<file path="src/rtl/disp_irq_pkg.sv">
package disp_irq_pkg;

    localparam int unsigned NUM_SRC = 5;

    // Source index -> status bit position. Index order: sync, underflow,
    // colour table, frame 0, frame 1.
    localparam int unsigned SRC_BIT [NUM_SRC] = '{2, 5, 6, 8, 9};

    localparam int unsigned REG_RAW    = 0;
    localparam int unsigned REG_MASKED = 1;
    localparam int unsigned REG_EN_SET = 2;
    localparam int unsigned REG_EN_CLR = 3;
    localparam int unsigned REG_EOI    = 4;

    typedef enum logic [1:0] {
        ST_ARMED  = 2'd0,
        ST_ACTIVE = 2'd1,
        ST_SPENT  = 2'd2
    } irq_state_e;

endpackage

</file>
<file path="src/rtl/disp_irq_flags.sv">
module disp_irq_flags #(
    parameter int unsigned N = 5
) (
    input  logic         clk_i,
    input  logic         rst_ni,
    input  logic [N-1:0] set_i,
    input  logic [N-1:0] clr_i,
    output logic [N-1:0] flag_o
);
    for (genvar i = 0; i < N; i++) begin : g_bit
        always_ff @(posedge clk_i or negedge rst_ni) begin
            if (!rst_ni) begin
                flag_o[i] <= 1'b0;
            end else if (set_i[i]) begin
                flag_o[i] <= 1'b1;
            end else if (clr_i[i]) begin
                flag_o[i] <= 1'b0;
            end
        end
    end
endmodule

</file>
<file path="src/rtl/disp_irq_enable.sv">
module disp_irq_enable #(
    parameter int unsigned N = 5
) (
    input  logic         clk_i,
    input  logic         rst_ni,
    input  logic [N-1:0] on_i,
    input  logic [N-1:0] off_i,
    output logic [N-1:0] en_o
);
    always_ff @(posedge clk_i or negedge rst_ni) begin
        if (!rst_ni) begin
            en_o <= '0;
        end else begin
            en_o <= (en_o | on_i) & ~off_i;
        end
    end
endmodule

</file>
<file path="src/rtl/disp_irq_fsm.sv">
module disp_irq_fsm
    import disp_irq_pkg::*;
(
    input  logic clk_i,
    input  logic rst_ni,
    input  logic pending_i,
    input  logic eoi_i,
    output logic irq_o
);
    irq_state_e state_q, state_d;

    always_ff @(posedge clk_i or negedge rst_ni) begin
        if (!rst_ni) begin
            state_q <= ST_ARMED;
        end else begin
            state_q <= state_d;
        end
    end

    always_comb begin
        state_d = state_q;
        unique case (state_q)
            ST_ARMED: begin
                if (pending_i) state_d = ST_ACTIVE;   // FIRE
            end
            ST_ACTIVE: begin
                if (eoi_i)           state_d = ST_ARMED;   // REARM
                else if (!pending_i) state_d = ST_SPENT;   // DRAIN
            end
            ST_SPENT: begin
                if (eoi_i) state_d = ST_ARMED;             // REARM
            end
            default: state_d = ST_ARMED;
        endcase
    end

    always_comb begin
        irq_o = (state_q == ST_ACTIVE) && pending_i;
    end
endmodule

</file>
<file path="src/rtl/disp_irq_unit.sv">
module disp_irq_unit
    import disp_irq_pkg::*;
#(
    parameter int unsigned DATA_W = 32,
    parameter int unsigned ADDR_W = 3
) (
    input  logic              clk_i,
    input  logic              rst_ni,
    input  logic              evt_frame0_i,
    input  logic              evt_frame1_i,
    input  logic              evt_palette_i,
    input  logic              evt_underflow_i,
    input  logic              evt_sync_lost_i,
    input  logic              wr_en_i,
    input  logic              rd_en_i,
    input  logic [ADDR_W-1:0] addr_i,
    input  logic [DATA_W-1:0] wdata_i,
    output logic [DATA_W-1:0] rdata_o,
    output logic              irq_o
);
    localparam int unsigned N = NUM_SRC;

    logic [N-1:0] evt_vec, wbits, raw_q, en_q, masked;
    logic [N-1:0] flag_clr, en_on, en_off;
    logic [DATA_W-1:0] raw_bus, masked_bus, en_bus;
    logic sel_raw, sel_masked, sel_set, sel_clr, sel_eoi, eoi;

    assign evt_vec = {evt_frame1_i, evt_frame0_i, evt_palette_i,
                      evt_underflow_i, evt_sync_lost_i};

    assign sel_raw    = (addr_i == ADDR_W'(REG_RAW));
    assign sel_masked = (addr_i == ADDR_W'(REG_MASKED));
    assign sel_set    = (addr_i == ADDR_W'(REG_EN_SET));
    assign sel_clr    = (addr_i == ADDR_W'(REG_EN_CLR));
    assign sel_eoi    = (addr_i == ADDR_W'(REG_EOI));

    for (genvar i = 0; i < N; i++) begin : g_pick
        assign wbits[i] = wdata_i[SRC_BIT[i]];
    end

    always_comb begin
        raw_bus    = '0;
        masked_bus = '0;
        en_bus     = '0;
        for (int i = 0; i < N; i++) begin
            raw_bus[SRC_BIT[i]]    = raw_q[i];
            masked_bus[SRC_BIT[i]] = masked[i];
            en_bus[SRC_BIT[i]]     = en_q[i];
        end
    end

    assign flag_clr = (wr_en_i && (sel_raw || sel_masked)) ? wbits : '0;
    assign en_on    = (wr_en_i && sel_set) ? wbits : '0;
    assign en_off   = (wr_en_i && sel_clr) ? wbits : '0;
    assign eoi      = wr_en_i && sel_eoi;
    assign masked   = raw_q & en_q;

    disp_irq_flags #(.N(N)) u_flags (
        .clk_i  (clk_i),
        .rst_ni (rst_ni),
        .set_i  (evt_vec),
        .clr_i  (flag_clr),
        .flag_o (raw_q)
    );

    disp_irq_enable #(.N(N)) u_enable (
        .clk_i  (clk_i),
        .rst_ni (rst_ni),
        .on_i   (en_on),
        .off_i  (en_off),
        .en_o   (en_q)
    );

    disp_irq_fsm u_fsm (
        .clk_i     (clk_i),
        .rst_ni    (rst_ni),
        .pending_i (|masked),
        .eoi_i     (eoi),
        .irq_o     (irq_o)
    );

    always_ff @(posedge clk_i or negedge rst_ni) begin
        if (!rst_ni) begin
            rdata_o <= '0;
        end else if (rd_en_i) begin
            if (sel_raw)                 rdata_o <= raw_bus;
            else if (sel_masked)         rdata_o <= masked_bus;
            else if (sel_set || sel_clr) rdata_o <= en_bus;
            else                         rdata_o <= '0;
        end
    end
endmodule

</file>
<file path="config.mk">
export PLATFORM = sky130hd
export DESIGN_NAME = disp_irq_unit
export DESIGN_NICKNAME = d
export VERILOG_FILES = /design/src/rtl/disp_irq_pkg.sv /design/src/rtl/disp_irq_flags.sv /design/src/rtl/disp_irq_enable.sv /design/src/rtl/disp_irq_fsm.sv /design/src/rtl/disp_irq_unit.sv
export SDC_FILE = /design/constraint.sdc
export NUM_CORES = 1
export LEC_CHECK = 0
export BUFFER_PORTS_ARGS = -buffer_cell sky130_fd_sc_hd__buf_2
export CORE_MARGIN = 2
export CORE_UTILIZATION = 35
export DETAILED_ROUTE_END_ITERATION = 7
export PLACE_DENSITY = 0.72
export SYNTH_ARGS = -nofsm -noshare
export SYNTH_HDL_FRONTEND = slang
export SYNTH_SLANG_ARGS = --single-unit
</file>
<file path="constraint.sdc">
create_clock -name clk_i -period 3.6 [get_ports clk_i]
set_clock_uncertainty 0.1 [all_clocks]
set_input_delay 0.72 -clock clk_i [delete_from_list [all_inputs] [get_ports clk_i]]
set_output_delay 0.72 -clock clk_i [all_outputs]
set_load 0.01 [all_outputs]
</file>
# Word-level counts from Yosys, hierarchy flattened
# Index checks and enable logic that the tools add are counted.
# totals
out_inout_bits	33
wordCells	58
in_bits	44
reg_bits	44
# classes
reduce_logical	16
n_mux	21
eq_ne	9
bitwise_logic	4
# op_table
cell	count
$mux W10	3
$mux W5	3
$and A5 B5 Y5	2
$mux W1	10
$reduce_bool A2 Y1	5
$mux W2	4
$eq A3 B2 Y1 const B	2
$pmux W2 S3	1
$logic_and A1 B1 Y1	5
$not A5 Y5	1
$or A5 B5 Y5	1
$reduce_or A5 Y1	1
$eq A3 B1 Y1 const B	1
$eq A3 B3 Y1 const B	1
$logic_not A3 Y1	1
$ne A3 B3 Y1 const B	1
$reduce_and A3 Y1	1
$eq A2 B1 Y1 const B	1
$eq A2 B2 Y1 const B	1
$logic_not A2 Y1	1
$logic_or A1 B1 Y1	2
$ne A2 B1 Y1 const B	1
$ne A2 B2 Y1 const B	1

# Depth between registers and ports, before layout
# depth
depth_word	6
mapped_depth	4
depth_no_buf	3

# Modules after synthesis
# Synthesis repeated with hierarchy kept, for this count alone.
# hier_totals
cells_unflattened	112
area_unflattened_um2	1094.8
# modules_own_cells
module	seq_area_each_um2	n_inst	cells_each	area_each_um2
disp_irq_unit	125.1	1	78	649.4
disp_irq_flags	125.1	1	15	181.4
disp_irq_enable	125.1	1	10	175.2
disp_irq_fsm	50.0	1	9	88.8

# Worst setup path before layout
# Ideal clock, no wire load.
# synth_path
path_kind	register to output
startpoint	register u_enable.en_o[2]
endpoint	output irq_o
setup_slack_ps	1789
n_path_buf	0
t_arrival_ps	991
stages_incl_launch_ff	4
cell_sequence	dfrtp_1 a222oi_1 and2_2 nor3b_1
# synth_between
elab_chain_cells	3
# synth_rtl
item	line_no	text
start, declared	disp_irq_enable.sv:8	output logic [N-1:0] en_o
start signal, assigned	disp_irq_enable.sv:14	en_o <= (en_o | on_i) & ~off_i;
$and A5 B5 Y5	disp_irq_unit.sv:56	assign masked = raw_q & en_q;
$reduce_or A5 Y1	disp_irq_unit.sv:77	.pending_i (|masked),
$logic_and A1 B1 Y1	disp_irq_fsm.sv:38	irq_o = (state_q == ST_ACTIVE) && pending_i;
end, declared	disp_irq_unit.sv:19	output logic irq_o
# No other way between the ends.

# Final worst setup path
# Ends and elaborated chain as after synthesis.

==> reports/qor.txt <==
Area contributors post-synth = dfrtp_1, buf_4, mux2i_1
Cell variety after synth = 22
area fraction of the dominant cell type after synthesis = 0.432
most common cell after layout, fill and taps aside = conb_1
Die H = 57.0 um
Finished Core Util = 0.387
I/O pin count = 77
Critical Path Start Type = register
min Tclk post-route = 2.38 ns
WP data required = 2.78 ns
antenna violations before repair = 0
Pint = 289 uW
largest net degree at the start of global routing = 18
most frequent cells in the layout = conb_1, buf_2, dfrtp_1
Avg Cell Area, Syn = 9.95 um^2
first-pass GRT wire length = 2.74 mm
sequential power share = 0.559
register area share after synthesis = 0.432
Bufs on Longest Clock Path = 2
nets = 168
VDD IR-drop max = 0.276 mV
cells after synthesis = 99
via count = 680
setup tns final = 0 ns
Sw Ratio = 0.302
Max Freq = 421 MHz
CTS Hold Bufs = 0
share of cells above drive strength 1 = 0.252
# setup viols final = 0
WS Path Type = register to output port
Detailed Route WL = 1.63 mm
post-CTS sizing = 0
grt ovf = 0
fin crit share = 0.660
Reg clk slew, reported paths = 0.10 ns
Synth area leader = dfrtp_1
fill cell count = 301
DP HPWL = 1.33 mm
CP Capture Type = output port
max-cap viol count = 0
CTS Root Cell = clkbuf_4
Pre-antenna DRT Iters = 4
DRC errors left = 0
synthesized cell area = 985 um^2
I/O Buffers = 22
Min-Delay Path Class = input port to async pin
Rows = 19
CP Max Fanout = 3
final hold vios = 0
Comb pwr share = 0.202
Iter 0 DRT Violations = 14
H-tree level count = 1
Area Overhead vs Synth = 6.48%
die area = 0.00325 mm^2
Worst-Skew Late Latency = 0.29 ns
vias in the first global route = 638
Slew Limit Fails = 0
Clock power frac = 0.239
status = completed
starting density of the core = 0.363
RSZ-0062 raised after global routing = false
drt via density = 4.42
NetSw = 125 uW
Avg WL per Cell = 10.6 um
Pleak = 0.000549 uW
PD cells = 395 mW/mm^2
Final ANT Viol Nets = 0
CP arrival = 1.56 ns
core box area = 0.00271 mm^2
number of synthesized register bits = 17
Final Wtd Congestion = 0.770
synth warn = 0
GRT Util Overall = 0.109
# diodes = 0
CTS Buf Count = 3
CTS tree = yes
Num Clock Sinks = 17
setup bufs post-CTS = 0
die width = 57.0 um
==> state kept, by name, indices dropped and copies added, names as in the netlist <==
register and flops:
rdata_o 5, u_enable.en_o 5, u_flags.flag_o 5, u_fsm.state_q 2
==> final timing paths <==
kind	depth (start not counted)	slack, ns	start	endpoint
hold reg to reg	1	0.39	u_fsm.state_q[1]	u_fsm.state_q[0]
min in group clk_i	1	0.39	u_fsm.state_q[1]	u_fsm.state_q[0]
hold / removal	1	0.23	rst_ni	u_enable.en_o[0]
max in group asynchronous	1	2.90	rst_ni	rdata_o[6]
setup / recovery	4	1.22	u_enable.en_o[2]	irq_o
setup reg to reg	3	2.26	u_enable.en_o[2]	u_fsm.state_q[0]
==> cell usage after synthesis, drive strengths merged <==
library cell,number
conb,1
a21o,5
nor2,1
a222oi,1
nand2,10
and3,1
nand2b,1
dfrtp,17
mux2i,5
and2,1
nand4b,1
nor3b,2
inv,10
o221ai,5
a22oi,1
buf,28
a211oi,1
o21ai,5
and2b,1
a21oi,1
and3b,1
==> cells by family after synthesis <==
| group | Yosys count | synth area share |
|---|---|---|
| buf+inv | 38 | 0.252 |
| compound gates | 19 | 0.144 |
| simple gates | 19 | 0.118 |
| flops | 17 | 0.432 |
| mux | 5 | 0.0508 |
| other cells | 1 | 0.00381 |
==> power by group through the flow <==
stage / clock, uW / combinational [uW] / sequential [uW]
2_1_floorplan: 0 / 71.4 / 235
3_3_place_gp: 0 / 81.3 / 234
3_5_place_dp: 0 / 84.2 / 236
4_1_cts: 107 / 84.7 / 232
5_1_grt: 115 / 96.1 / 236
6_report: 99.3 / 83.5 / 232
==> worst max-delay path, cell delays in order (launching register included) <==
cell      delay [ns]
dfrtp_1         0.41
a222oi_1        0.44
and2_2          0.24
nor3b_1         0.05
buf_2           0.14
==> area by class of cell <==
type                            instances  area [um^2]  share of cell area
Inverter                               10         37.5              0.0358
Timing Repair Buffer                   22          110               0.105
Clock inverter                          1         5.00             0.00477
Multi-Input combinational cell         70          409               0.390
Tap cell                               31         38.8              0.0370
Clock buffer                            3         22.5              0.0215
Sequential cell                        17          425               0.406
==> metrics by stage <==
stage / worst slack (ns) / total power (uW) / hold WS, ns / cell area [um^2] / std cells
2_1_floorplan: 1.79 / 307 / 0.324 / 1080 / 125
3_3_place_gp: 1.57 / 316 / 0.359 / 1020 / 150
3_5_place_dp: 1.51 / 320 / 0.372 / 1020 / 150
4_1_cts: 1.17 / 423 / 0.229 / 1050 / 154
5_1_grt: 1.13 / 447 / 0.239 / 1050 / 154
6_report: 1.22 / 415 / 0.232 / 1050 / 154
==> routing by layer <==
layer	global-route usage	vias to the layer above	wire [um]
met5	0	-	0
met1	0.143	314	761
met2	0.172	37	722
met3	0.0227	0	149
met4	0.0498	0	0
li1	-	329	-
Power figures use the tool's default switching activity.
